$ cat src/rtl/qrx_pkg.sv
package qrx_pkg;
  // number of rails carried per digit position
  localparam int QRX_RAILS = 4;
  // digits that form one coordinate
  localparam int QRX_COORD_DIG = 2;

  typedef enum logic [1:0] {
    K_NONE = 2'd0,
    K_HEAD = 2'd1,
    K_DATA = 2'd2,
    K_TAIL = 2'd3
  } flit_kind_e;

  typedef enum logic [1:0] {
    ST_IDLE  = 2'd0,
    ST_OFFER = 2'd1,
    ST_DRAIN = 2'd2
  } rx_state_e;
endpackage

$ cat src/rtl/qrx_sync.sv
module qrx_sync #(
  parameter int W = 8
) (
  input  logic         clk,
  input  logic         rst,
  input  logic [W-1:0] d_i,
  output logic [W-1:0] q_o
);
  logic [W-1:0] stage1_q;
  logic [W-1:0] stage2_q;

  always_ff @(posedge clk) begin
    if (rst) begin
      stage1_q <= '0;
      stage2_q <= '0;
    end else begin
      stage1_q <= d_i;
      stage2_q <= stage1_q;
    end
  end

  assign q_o = stage2_q;
endmodule

$ cat src/rtl/qrx_digit_dec.sv
module qrx_digit_dec #(
  parameter int NDIG = 16
) (
  input  logic [NDIG-1:0]   r0_i,
  input  logic [NDIG-1:0]   r1_i,
  input  logic [NDIG-1:0]   r2_i,
  input  logic [NDIG-1:0]   r3_i,
  output logic [2*NDIG-1:0] dig_o,
  output logic [NDIG-1:0]   bad_o,
  output logic [NDIG-1:0]   hit_o
);
  for (genvar i = 0; i < NDIG; i++) begin : g_pos
    logic [3:0] q;
    logic [1:0] d;
    logic       b;

    assign q = {r3_i[i], r2_i[i], r1_i[i], r0_i[i]};

    always_comb begin
      b = 1'b0;
      case (q)
        4'b0001: d = 2'd0;
        4'b0010: d = 2'd1;
        4'b0100: d = 2'd2;
        4'b1000: d = 2'd3;
        default: begin
          d = 2'd0;
          b = 1'b1;
        end
      endcase
    end

    assign dig_o[2*i +: 2] = d;
    assign bad_o[i]        = b;
    assign hit_o[i]        = |q;
  end
endmodule

$ cat src/rtl/qrx_ctrl.sv
module qrx_ctrl
  import qrx_pkg::*;
(
  input  logic       clk,
  input  logic       rst,
  input  logic       tok_i,
  input  logic       eof_i,
  input  logic       spacer_i,
  input  logic       ready_i,
  output logic       capture_o,
  output flit_kind_e cap_kind_o,
  output logic       valid_o,
  output logic       ack_o,
  output logic [1:0] kind_o
);
  rx_state_e  st_q;
  logic       tok_d_q;
  logic       head_next_q;
  flit_kind_e kind_q;

  always_comb begin
    capture_o = (st_q == ST_IDLE) && tok_i && tok_d_q;
    if (eof_i)            cap_kind_o = K_TAIL;
    else if (head_next_q) cap_kind_o = K_HEAD;
    else                  cap_kind_o = K_DATA;
  end

  always_ff @(posedge clk) begin
    if (rst) begin
      st_q        <= ST_IDLE;
      tok_d_q     <= 1'b0;
      head_next_q <= 1'b1;
      kind_q      <= K_NONE;
      valid_o     <= 1'b0;
      ack_o       <= 1'b0;
    end else begin
      tok_d_q <= tok_i;
      case (st_q)
        ST_IDLE: begin
          if (capture_o) begin
            valid_o     <= 1'b1;
            kind_q      <= cap_kind_o;
            head_next_q <= eof_i;
            st_q        <= ST_OFFER;
          end
        end
        ST_OFFER: begin
          if (ready_i) begin
            valid_o <= 1'b0;
            ack_o   <= 1'b1;
            st_q    <= ST_DRAIN;
          end
        end
        ST_DRAIN: begin
          if (spacer_i) begin
            ack_o <= 1'b0;
            st_q  <= ST_IDLE;
          end
        end
        default: st_q <= ST_IDLE;
      endcase
    end
  end

  assign kind_o = kind_q;


  ack_valid_excl_chk: assert property (@(posedge clk) disable iff (rst)
    !(valid_o && ack_o));


  offer_hold_chk: assert property (@(posedge clk) disable iff (rst)
    valid_o && !ready_i |=> valid_o && $stable(kind_o));


  ack_after_take_chk: assert property (@(posedge clk) disable iff (rst)
    $rose(ack_o) |-> $past(valid_o && ready_i));


  ack_drop_spacer_chk: assert property (@(posedge clk) disable iff (rst)
    $fell(ack_o) |-> $past(spacer_i));
endmodule

$ cat src/rtl/qrx_link_rx.sv
module qrx_link_rx
  import qrx_pkg::*;
#(
  parameter int NDIG = 16
) (
  input  logic              clk,
  input  logic              rst,
  input  logic [NDIG-1:0]   ln_r0,
  input  logic [NDIG-1:0]   ln_r1,
  input  logic [NDIG-1:0]   ln_r2,
  input  logic [NDIG-1:0]   ln_r3,
  input  logic              ln_eof,
  output logic              ln_ack,
  output logic              fl_valid,
  input  logic              fl_ready,
  output logic [1:0]        fl_kind,
  output logic [3:0]        fl_x,
  output logic [3:0]        fl_y,
  output logic [2*NDIG-1:0] fl_data,
  output logic              fl_bad,
  output logic              err_seen
);
  localparam int PW = 2 * NDIG;
  localparam int CW = 2 * QRX_COORD_DIG;
  localparam int IW = QRX_RAILS * NDIG + 1;

  logic [IW-1:0]   sync_q;
  logic [NDIG-1:0] s_r0, s_r1, s_r2, s_r3;
  logic            s_eof;
  logic [PW-1:0]   dig;
  logic [NDIG-1:0] bad_pos;
  logic [NDIG-1:0] hit;
  logic            tok;
  logic            spacer;
  logic            capture;
  flit_kind_e      cap_kind;

  qrx_sync #(.W(IW)) i_sync (
    .clk (clk),
    .rst (rst),
    .d_i ({ln_eof, ln_r3, ln_r2, ln_r1, ln_r0}),
    .q_o (sync_q)
  );

  assign {s_eof, s_r3, s_r2, s_r1, s_r0} = sync_q;

  qrx_digit_dec #(.NDIG(NDIG)) i_dec (
    .r0_i  (s_r0),
    .r1_i  (s_r1),
    .r2_i  (s_r2),
    .r3_i  (s_r3),
    .dig_o (dig),
    .bad_o (bad_pos),
    .hit_o (hit)
  );

  assign tok    = (&hit) | s_eof;
  assign spacer = ~|sync_q;

  qrx_ctrl i_ctrl (
    .clk        (clk),
    .rst        (rst),
    .tok_i      (tok),
    .eof_i      (s_eof),
    .spacer_i   (spacer),
    .ready_i    (fl_ready),
    .capture_o  (capture),
    .cap_kind_o (cap_kind),
    .valid_o    (fl_valid),
    .ack_o      (ln_ack),
    .kind_o     (fl_kind)
  );

  always_ff @(posedge clk) begin
    if (rst) begin
      fl_x     <= '0;
      fl_y     <= '0;
      fl_data  <= '0;
      fl_bad   <= 1'b0;
      err_seen <= 1'b0;
    end else if (capture) begin
      case (cap_kind)
        K_HEAD: begin
          fl_x    <= dig[CW-1:0];
          fl_y    <= dig[2*CW-1:CW];
          fl_data <= dig >> (2 * CW);
          fl_bad  <= |bad_pos;
        end
        K_DATA: begin
          fl_x    <= '0;
          fl_y    <= '0;
          fl_data <= dig;
          fl_bad  <= |bad_pos;
        end
        default: begin
          fl_x    <= '0;
          fl_y    <= '0;
          fl_data <= '0;
          fl_bad  <= 1'b0;
        end
      endcase
      if (cap_kind != K_TAIL && (|bad_pos)) err_seen <= 1'b1;
    end
  end


  tail_empty_chk: assert property (@(posedge clk) disable iff (rst)
    fl_valid && fl_kind == 2'd3 |-> fl_data == '0 && !fl_bad);


  err_sticky_chk: assert property (@(posedge clk) disable iff (rst)
    err_seen |=> err_seen);
endmodule

$ cat config.mk
export PLATFORM = sky130hd
export DESIGN_NAME = qrx_link_rx
export DESIGN_NICKNAME = d
export VERILOG_FILES = /design/src/rtl/qrx_pkg.sv /design/src/rtl/qrx_sync.sv /design/src/rtl/qrx_digit_dec.sv /design/src/rtl/qrx_ctrl.sv /design/src/rtl/qrx_link_rx.sv
export SDC_FILE = /design/constraint.sdc
export NUM_CORES = 1
export LEC_CHECK = 0
export ABC_AREA = 1
export BUFFER_PORTS_ARGS = -buffer_cell sky130_fd_sc_hd__buf_2
export CAP_MARGIN = 10
export CORE_MARGIN = 2
export CORE_UTILIZATION = 51
export DETAILED_ROUTE_END_ITERATION = 7
export HOLD_SLACK_MARGIN = 0.05
export PLACE_DENSITY = 0.77
export SLEW_MARGIN = 20
export SYNTH_ARGS = -nofsm -noshare
export SYNTH_HDL_FRONTEND = slang
export SYNTH_SLANG_ARGS = --single-unit
$ cat constraint.sdc
create_clock -name clk -period 1.51 [get_ports clk]
set_clock_uncertainty 0.05 [all_clocks]
set_input_delay 0.302 -clock clk [delete_from_list [all_inputs] [get_ports clk]]
set_output_delay 0.302 -clock clk [all_outputs]
set_load 0.05 [all_outputs]
==> flow_summary_export.csv, run 1 <==
group,metric,value,unit
power,leakagePower,5.39,nW
sta,slew_headroom,74.5,%
synth,synth-main-ff-cell,"dfxtp_1",
layout,drive_gt1_share,29.4,%
layout,multiInputGateArea,2870,µm²
setup_path,critPathKind,"flip-flop to flip-flop",
layout,finalNetCount,1406,
global_routing,gr-max-usage-layer,"met2",
setup_path,path_cells,"nor2_2 -> nand2_1 -> nand2_1 -> nor2_2 -> nand2_2 -> o21ai_4 -> buf_12 -> nand2_4 -> clkbuf_16 -> nand2_1 -> a21oi_1",
sta,setup_ws,-0.224,ns
setup_path,start_kind,"flip-flop",
placement,postPlaceCellArea,8740,µm²
sta,timing.final.crit_share,115,%
worst_hold_path,min_from,"ln_r3[3]",
placement,hpwlAfterDp,12900,µm
setup_path,cp.required,1.77,ns
setup_path,timing.rr.start,"i_sync.q_o[57]$_SDFF_PP0_",
setup_path,crit_family,"simple AND/OR/NAND/NOR gates",
synth,async_reset_ff_share,0,%
setup_path,cp_slowest_stage_delay,0.38,ns
layout,n_antenna_cell,0,
detailed_routing,viasPerCell,4.83,
cts,clk_pin_slew,0.07,ns
synth,ys_seq_elements,180,
setup_path,r2r_end,"fl_x[1]$_SDFFE_PP0P_",
global_routing,grtUsageMet3,4.74,%
worst_hold_path,whs_endpoint,"i_sync.stage1_q[51]$_SDFF_PP0_",
die,coreArea,13800,µm²
detailed_routing,avgRoutedWirePerCell,13.5,µm
setup_path,worst_ep_arrival_time,2.00,ns
layout,final_area,10600,µm²
outcome,status,"finished, violations left",
die,ios,114,
sta,rsz0062_at_grt,"true",
cts,ctsLongestPathBuffers,2,
global_routing,grt_max_degree,51,
cts,cts_sinks,180,
placement,routabilityCongestion,0.939,
die,die_w,123,µm
sta,setup_viol,47,
setup_path,ff2ff_path_depth,11,
synth,synth_enable_flop_cells,0,
cts,h-tree-depth,4,
global_routing,grt_overflow,0,
layout,num-fill-cells,912,
setup_path,end_kind,"flip-flop",
detailed_routing,drt-initial-drc-count,736,
setup_path,path_depth,11,
die,die_h,123,µm
cts,clk-insertion-delay-late,0.44,ns
synth,synth_area,7200,µm²
flow_run,cap_violations,0,
detailed_routing,routed_wl,20700,µm
global_routing,grt_pass1_vias,6605,
sta,finalHoldViolCount,0,
power,power_density,1020,nW/µm²
synth,synth-seq-area-share,50.0,%
sta,period_minus_slack,1.73,ns
global_routing,antenna_found_initial,0,
placement,numPortBuffers,113,
die,num_rows,43,
setup_path,worstPathMaxFanout,6,
synth,syn_inst,1041,
die,die_area,15100,µm²
sta,tightest_slew,0.382,ns
cts,cts_buffers,17,
layout,areaGrowthSynthToFinish,46.9,%
synth,synth_nets,1109,
die,start_util,52.1,%
cts,cts_tree,"built",
detailed_routing,firstDrtPassIters,6,
sta,clock.fmax,577,MHz
outcome,violations,"negative setup slack",
detailed_routing,ant_nets,0,
global_routing,globalRouteMet1Util,32.6,%
setup_path,cp_slowest_cell,"dfxtp_1",
global_routing,grt_first_pass_wirelength,30900,µm
sta,maxSlewViolCount,0,
detailed_routing,via_count,7402,
setup_path,reg2reg_slack,-0.22,ns
setup_path,crit_path_frequent_cell,"nand2_1",
cts,clockRootBuffer,"clkbuf_16",
sta,timing.hold.ws,0.0869,ns
layout,seq_area,3640,µm²
setup_path,cp_num_buf_inv,2,
worst_hold_path,worstHoldPathType,"input port to flip-flop",
synth,yosysUniqueCellTypes,27,
power,ir_worst_vdd,798,µV
worst_hold_path,min_path_cells,3,
synth,ys_warn_count,0,
global_routing,grt_usage,26.7,%
detailed_routing,drt_drc_violations_left,0,
synth,syn_area_per_cell,6.92,µm²
global_routing,grtUsageMet2,45.6,%
[routing by layer]
metal / wire, µm / part of all wire [%] / vias to the layer above
li1: - / - / 3694
met1: 8530 / 41 / 3347
met2: 10100 / 49 / 302
met3: 1290 / 6.3 / 59
met4: 774 / 3.7 / 0
met5: 0 / 0 / -
[power breakdown]
part / internal, W / switching [W] / total, W / leakage (nW)
clock: 0.00249 / 0.00199 / 0.00448 / 0.294
sequential: 0.00492 / 0.0000876 / 0.00501 / 1.49
combinational: 0.000612 / 0.000666 / 0.00128 / 3.60
total: 0.00803 / 0.00274 / 0.0108 / 5.39
[synth_stat cells (2+ instances only)]
cell	count	area (µm²)
o211ai_1	2	15.0
nand4_1	11	68.8
buf_6	5	56.3
nor3_1	4	20.0
buf_8	2	30.0
nor2_2	3	18.8
clkbuf_1	23	86.3
nand2_1	215	807
o31ai_1	2	15.0
buf_2	5	25.0
clkinv_1	2	7.51
a31oi_1	2	12.5
nand3b_1	12	90.1
o21ai_0	11	55.1
inv_1	208	781
o22ai_1	12	75.1
dfxtp_1	180	3600
nor2_1	236	886
a21oi_1	35	175
nand3_1	64	320
[cell type report]
class,count,share of cell area [%]
clock buffer,18,4.06
clock inverter,14,1.57
inverter,210,7.50
multi-input combinational,616,27.2
sequential,180,34.4
tap,180,2.13
timing repair buffer,313,23.1
[state kept, by name (all words and copies together) (netlist names)]
register and count:
err_seen 1, fl_bad 1, fl_data 32, fl_x 4, fl_y 4, i_ctrl.ack_o 1, i_ctrl.head_next_q 1, i_ctrl.kind_o 2
i_ctrl.st_q 2, i_ctrl.tok_d_q 1, i_ctrl.valid_o 1, i_sync.q_o 65, i_sync.stage1_q 65
[worst max path at each step]
| stage | from | endpoint |
|---|---|---|
| 2_1_floorplan | i_sync.q_o[62]$_SDFF_PP0_ | fl_data[24]$_SDFFE_PP0P_ |
| 3_3_place_gp | i_sync.q_o[43]$_SDFF_PP0_ | fl_data[0]$_SDFFE_PP0P_ |
| 3_5_place_dp | i_sync.q_o[43]$_SDFF_PP0_ | fl_data[13]$_SDFFE_PP0P_ |
| 4_1_cts | i_sync.q_o[42]$_SDFF_PP0_ | fl_data[9]$_SDFFE_PP0P_ |
| 5_1_grt | i_sync.q_o[38]$_SDFF_PP0_ | fl_data[1]$_SDFFE_PP0P_ |
| 6_report | i_sync.q_o[57]$_SDFF_PP0_ | fl_x[1]$_SDFFE_PP0P_ |
[worst reg2reg max path, delay by kind of cell (launching register included)]
kind / cells / cell delay, ns
and+or+nand+nor: 7 / 0.64
DFF: 1 / 0.38
buffers and inverters: 2 / 0.34
AOI/OAI and AO/OA: 2 / 0.22
[placed cells by master (no fill, tap or decap), types with 7 or more instances in the layout]
cell	count
dfxtp_1	149
nand4_1	11
nand3_1	62
clkbuf_16	23
nand3b_1	12
nand2_1	186
dlygate4sd3_1	64
o21ai_0	10
nor2_1	202
dfxtp_2	30
inv_1	201
nand2_2	25
nor2_2	33
buf_2	111
a21oi_1	32
o22ai_1	12
buf_4	116
buf_6	7
[cell families after synthesis]
kind of cell,Yosys count,share of synthesized area [%]
and+or+nand+nor,549,31.1
buffers and inverters,246,13.7
DFF,180,50.0
AOI/OAI and AO/OA,66,5.07
[through the flow]
stage | setup slack, ns | setup TNS [ns] | power [W] | util, % | cells
finish | -0.224 | -8.24 | 0.0108 | 76.5 | 1531
global route | -0.309 | -12.22 | 0.0111 | 76.5 | 1531
CTS | -0.124 | -4.10 | 0.0107 | 72.5 | 1515
detailed placement | -0.239 | -8.53 | 0.00612 | 63.2 | 1418
global placement | -0.185 | -6.25 | 0.00610 | 63.2 | 1418
floorplan | 0.0331 | 0 | 0.00564 | - | 1041
[timing repair]
action | in CTS | in global routing
pin swaps | 2 | 34
hold buffers | 64 | 0
setup buffers | 0 | 8
cloned | 1 | 9
endpoints found under the setup margin | 48 | 50
gates resized for setup | 23 | 117
endpoints found under the hold margin | 64 | 0
No activity file was read; power rests on OpenSTA's default activity.
==> inputs of run 2 (changes only) <==
- PLACE_DENSITY: 0.77 -> 0.75
- RECOVER_POWER: default -> 25
- SYNTH_HIERARCHICAL: default -> 1
==> run 2 against run 1 <==
- the run still ends with negative setup slack left
- critical path depth increased by 1
- routed wire length decreased by 1.8%
- core utilization fell by 4.4 points
- synthesized cell count is 6.0% higher
- flip-flop and latch count did not move
- sequential power about the same
- via count down 1.8%
- count of clock-buffer cells in the layout increased by 2
- synthesized area increased by 5.6%
- register-to-register slack got worse by 0.08 ns
- die area is 5.4% higher
- global-route usage shrank 1.2 points
- critical path type unchanged
- critical endpoint is now fl_data[17]$_SDFFE_PP0P_
==> flow_summary_export.csv, run 2 <==
group,metric,value,unit
sta,setup_viol,47,
global_routing,antenna_found_initial,0,
sta,clock.fmax,551,MHz
layout,drive_gt1_share,28.0,%
placement,hpwlAfterDp,14100,µm
power,p_total,0.0105,W
sta,tightest_slew,0.719,ns
global_routing,grt_pass1_vias,7053,
detailed_routing,drt_drc_violations_left,0,
setup_path,worst_ep_arrival_time,2.13,ns
synth,syn_inst,1103,
cts,h-tree-depth,4,
setup_path,cp_slowest_cell,"dfxtp_2",
layout,final_core_util,72.1,%
layout,finalNetCount,1447,
setup_path,cp-startpoint,"i_sync/q_o[11]$_SDFF_PP0_",
detailed_routing,routed_wl,20300,µm
setup_path,r2r_end,"fl_data[17]$_SDFFE_PP0P_",
sta,finalHoldViolCount,0,
sta,rsz0062_at_grt,"true",
worst_hold_path,min_path_cells,3,
cts,cts_tree,"built",
outcome,violations,"negative setup slack",
power,ir_worst_vdd,830,µV
detailed_routing,via_count,7271,
flow_run,cap_violations,0,
worst_hold_path,worstHoldPathType,"input port to flip-flop",
cts,cts_sinks,180,
detailed_routing,drt-initial-drc-count,550,
detailed_routing,firstDrtPassIters,6,
die,start_util,52.3,%
sta,period_minus_slack,1.82,ns
setup_path,worstPathMaxFanout,9,
power,p_clk_share,40.5,%
setup_path,cp_slowest_stage_delay,0.36,ns
placement,routabilityCongestion,0.939,
cts,cts_buffers,17,
detailed_routing,avgRoutedWirePerCell,12.9,µm
layout,n_antenna_cell,0,
synth,synth_nets,1174,
layout,final_cell_mix,"254 x inv_1, 203 x nand2_1, 186 x nor2_1",
power,netSwitchingFraction,25.3,%
synth,syn_area_per_cell,6.90,µm²
power,power_density,1000,nW/µm²
sta,maxSlewViolCount,0,
synth,yosysUniqueCellTypes,26,
power,combPwrFrac,11.9,%
placement,numPortBuffers,113,
outcome,status,"finished, violations left",
global_routing,grt_first_pass_wirelength,32300,µm
die,ios,114,
synth,yosysMostFrequentCell,"inv_1",
synth,yosys-top-cells-count,"255 x inv_1, 213 x nand2_1, 211 x nor2_1",
synth,yosysTopAreaCell,"dfxtp_1",
detailed_routing,viasPerCell,4.62,
detailed_routing,ant_nets,0,
sta,setup_ws,-0.305,ns
sta,fin_setup_tns,-11.28,ns
setup_path,reg2reg_slack,-0.31,ns
power,seq_power_share,47.6,%
die,die_area,15900,µm²
setup_path,start_kind,"flip-flop",
placement,postPlaceCellArea,9030,µm²
cts,ctsLongestPathBuffers,2,
setup_path,timing.rr.start,"i_sync/q_o[11]$_SDFF_PP0_",
synth,synth-seq-area-share,47.4,%
layout,mostFrequentLayoutCell,"inv_1",
synth,async_reset_ff_share,0,%
die,die_h,126,µm
layout,areaGrowthSynthToFinish,37.8,%
die,coreArea,14500,µm²
synth,ys_seq_elements,180,
cts,clk-insertion-delay-late,0.44,ns
setup_path,crit_path_frequent_cell,"nand2_1",
power,power.switching,0.00266,W
synth,synth_enable_flop_cells,0,
cts,clk_pin_slew,0.06,ns
worst_hold_path,whs_endpoint,"i_sync/stage1_q[10]$_SDFF_PP0_",
setup_path,ff2ff_path_depth,12,
power,p_int,0.00785,W
global_routing,grt_overflow,0,
sta,slew_headroom,52.1,%
power,leakagePower,5.35,nW
cts,clockRootBuffer,"clkbuf_16",
synth,yosysTopAreaCellShare,47.4,%
synth,ys_warn_count,6,
setup_path,cp.required,1.82,ns
synth,synthTopCellsByArea,"dfxtp_1 47%, inv_1 13%, nand2_1 11%",
die,num_rows,44,
setup_path,critPathKind,"flip-flop to flip-flop",
synth,synth_area,7610,µm²
placement,dpl_worst_slack,-0.361,ns
global_routing,grt_usage,25.5,%
setup_path,path_cells,"nor2_2 -> nand2_1 -> nand4_1 -> nor3_2 -> a21o_1 -> nand2_2 -> nor2_4 -> inv_4 -> nor2_8 -> buf_12 -> nand2_1 -> a21oi_2",
synth,synth-main-ff-cell,"dfxtp_1",
sta,timing.final.crit_share,120,%
setup_path,end_kind,"flip-flop",
global_routing,grt_max_degree,33,
worst_hold_path,min_from,"ln_r0[10]",
layout,final_area,10500,µm²
die,die_w,126,µm
-- run 2: worst max-delay path by stage --
stage                                          end  slack, ns  cells after the start
after detailed placement  fl_data[21]$_SDFFE_PP0P_      -0.36                     12
after global routing       fl_data[1]$_SDFFE_PP0P_      -0.43                     12
final                     fl_data[17]$_SDFFE_PP0P_      -0.31                     12
after CTS                 fl_data[17]$_SDFFE_PP0P_      -0.29                     12
after floorplan            fl_data[6]$_SDFFE_PP0P_      -0.16                     12
after global placement    fl_data[16]$_SDFFE_PP0P_      -0.28                     12
-- run 2: logic make-up after synthesis --
kind of cell	Yosys count	share of synthesized area [%]
compound gates	79	5.51
fa+ha+maj	3	0.494
buf+inv	305	17.3
flops	180	47.4
simple gates	536	29.3
-- run 2: worst max-delay path, delay by kind of cell, from the launching register on --
kind / cells / cell delay, ns
and+or+nand+nor: 8 / 0.79
buffers and inverters: 2 / 0.20
DFF: 1 / 0.36
AOI/OAI and AO/OA: 2 / 0.31
-- run 2: per-layer routing --
metal	global-route usage (%)	vias up	wire, µm
met5	0	-	0
met4	9.24	0	499
met3	4.80	39	1120
met2	45.7	238	10000
met1	30.4	3232	8670
li1	-	3762	-
-- run 2: stage by stage --
stage / hold WS (ns) / instances
after detailed placement: 0.337 / 1471
after global routing: 0.0675 / 1573
after CTS: 0.0528 / 1571
final: 0.0613 / 1573
after global placement: 0.339 / 1471
after floorplan: 0.314 / 1103
-- run 2: timing repair --
item / in CTS / in global routing
cloned: 0 / 1
hold endpoints to repair: 64 / 0
buffers inserted: 4 / 2
hold buffers: 64 / 0
setup endpoints to repair: 49 / 49
pin swaps: 10 / 19
resized for setup: 33 / 44
-- run 2: final cells by class --
type	count	area [µm²]
repair buffers	301	2160
clock buffers	20	447
flip-flops and latches	180	3660
clock inverters	12	121
well taps	184	230
inverters	258	973
multi-input cells	618	2900
fillers	1113	4050
-- run 2: power by group through the flow --
stage / combinational, W / sequential, W / clock [W]
finish: 0.00125 / 0.00501 / 0.00425
CTS: 0.00121 / 0.00500 / 0.00429
global route: 0.00139 / 0.00502 / 0.00447
global placement: 0.00103 / 0.00510 / 0
floorplan: 0.000630 / 0.00513 / 0
detailed placement: 0.00105 / 0.00511 / 0
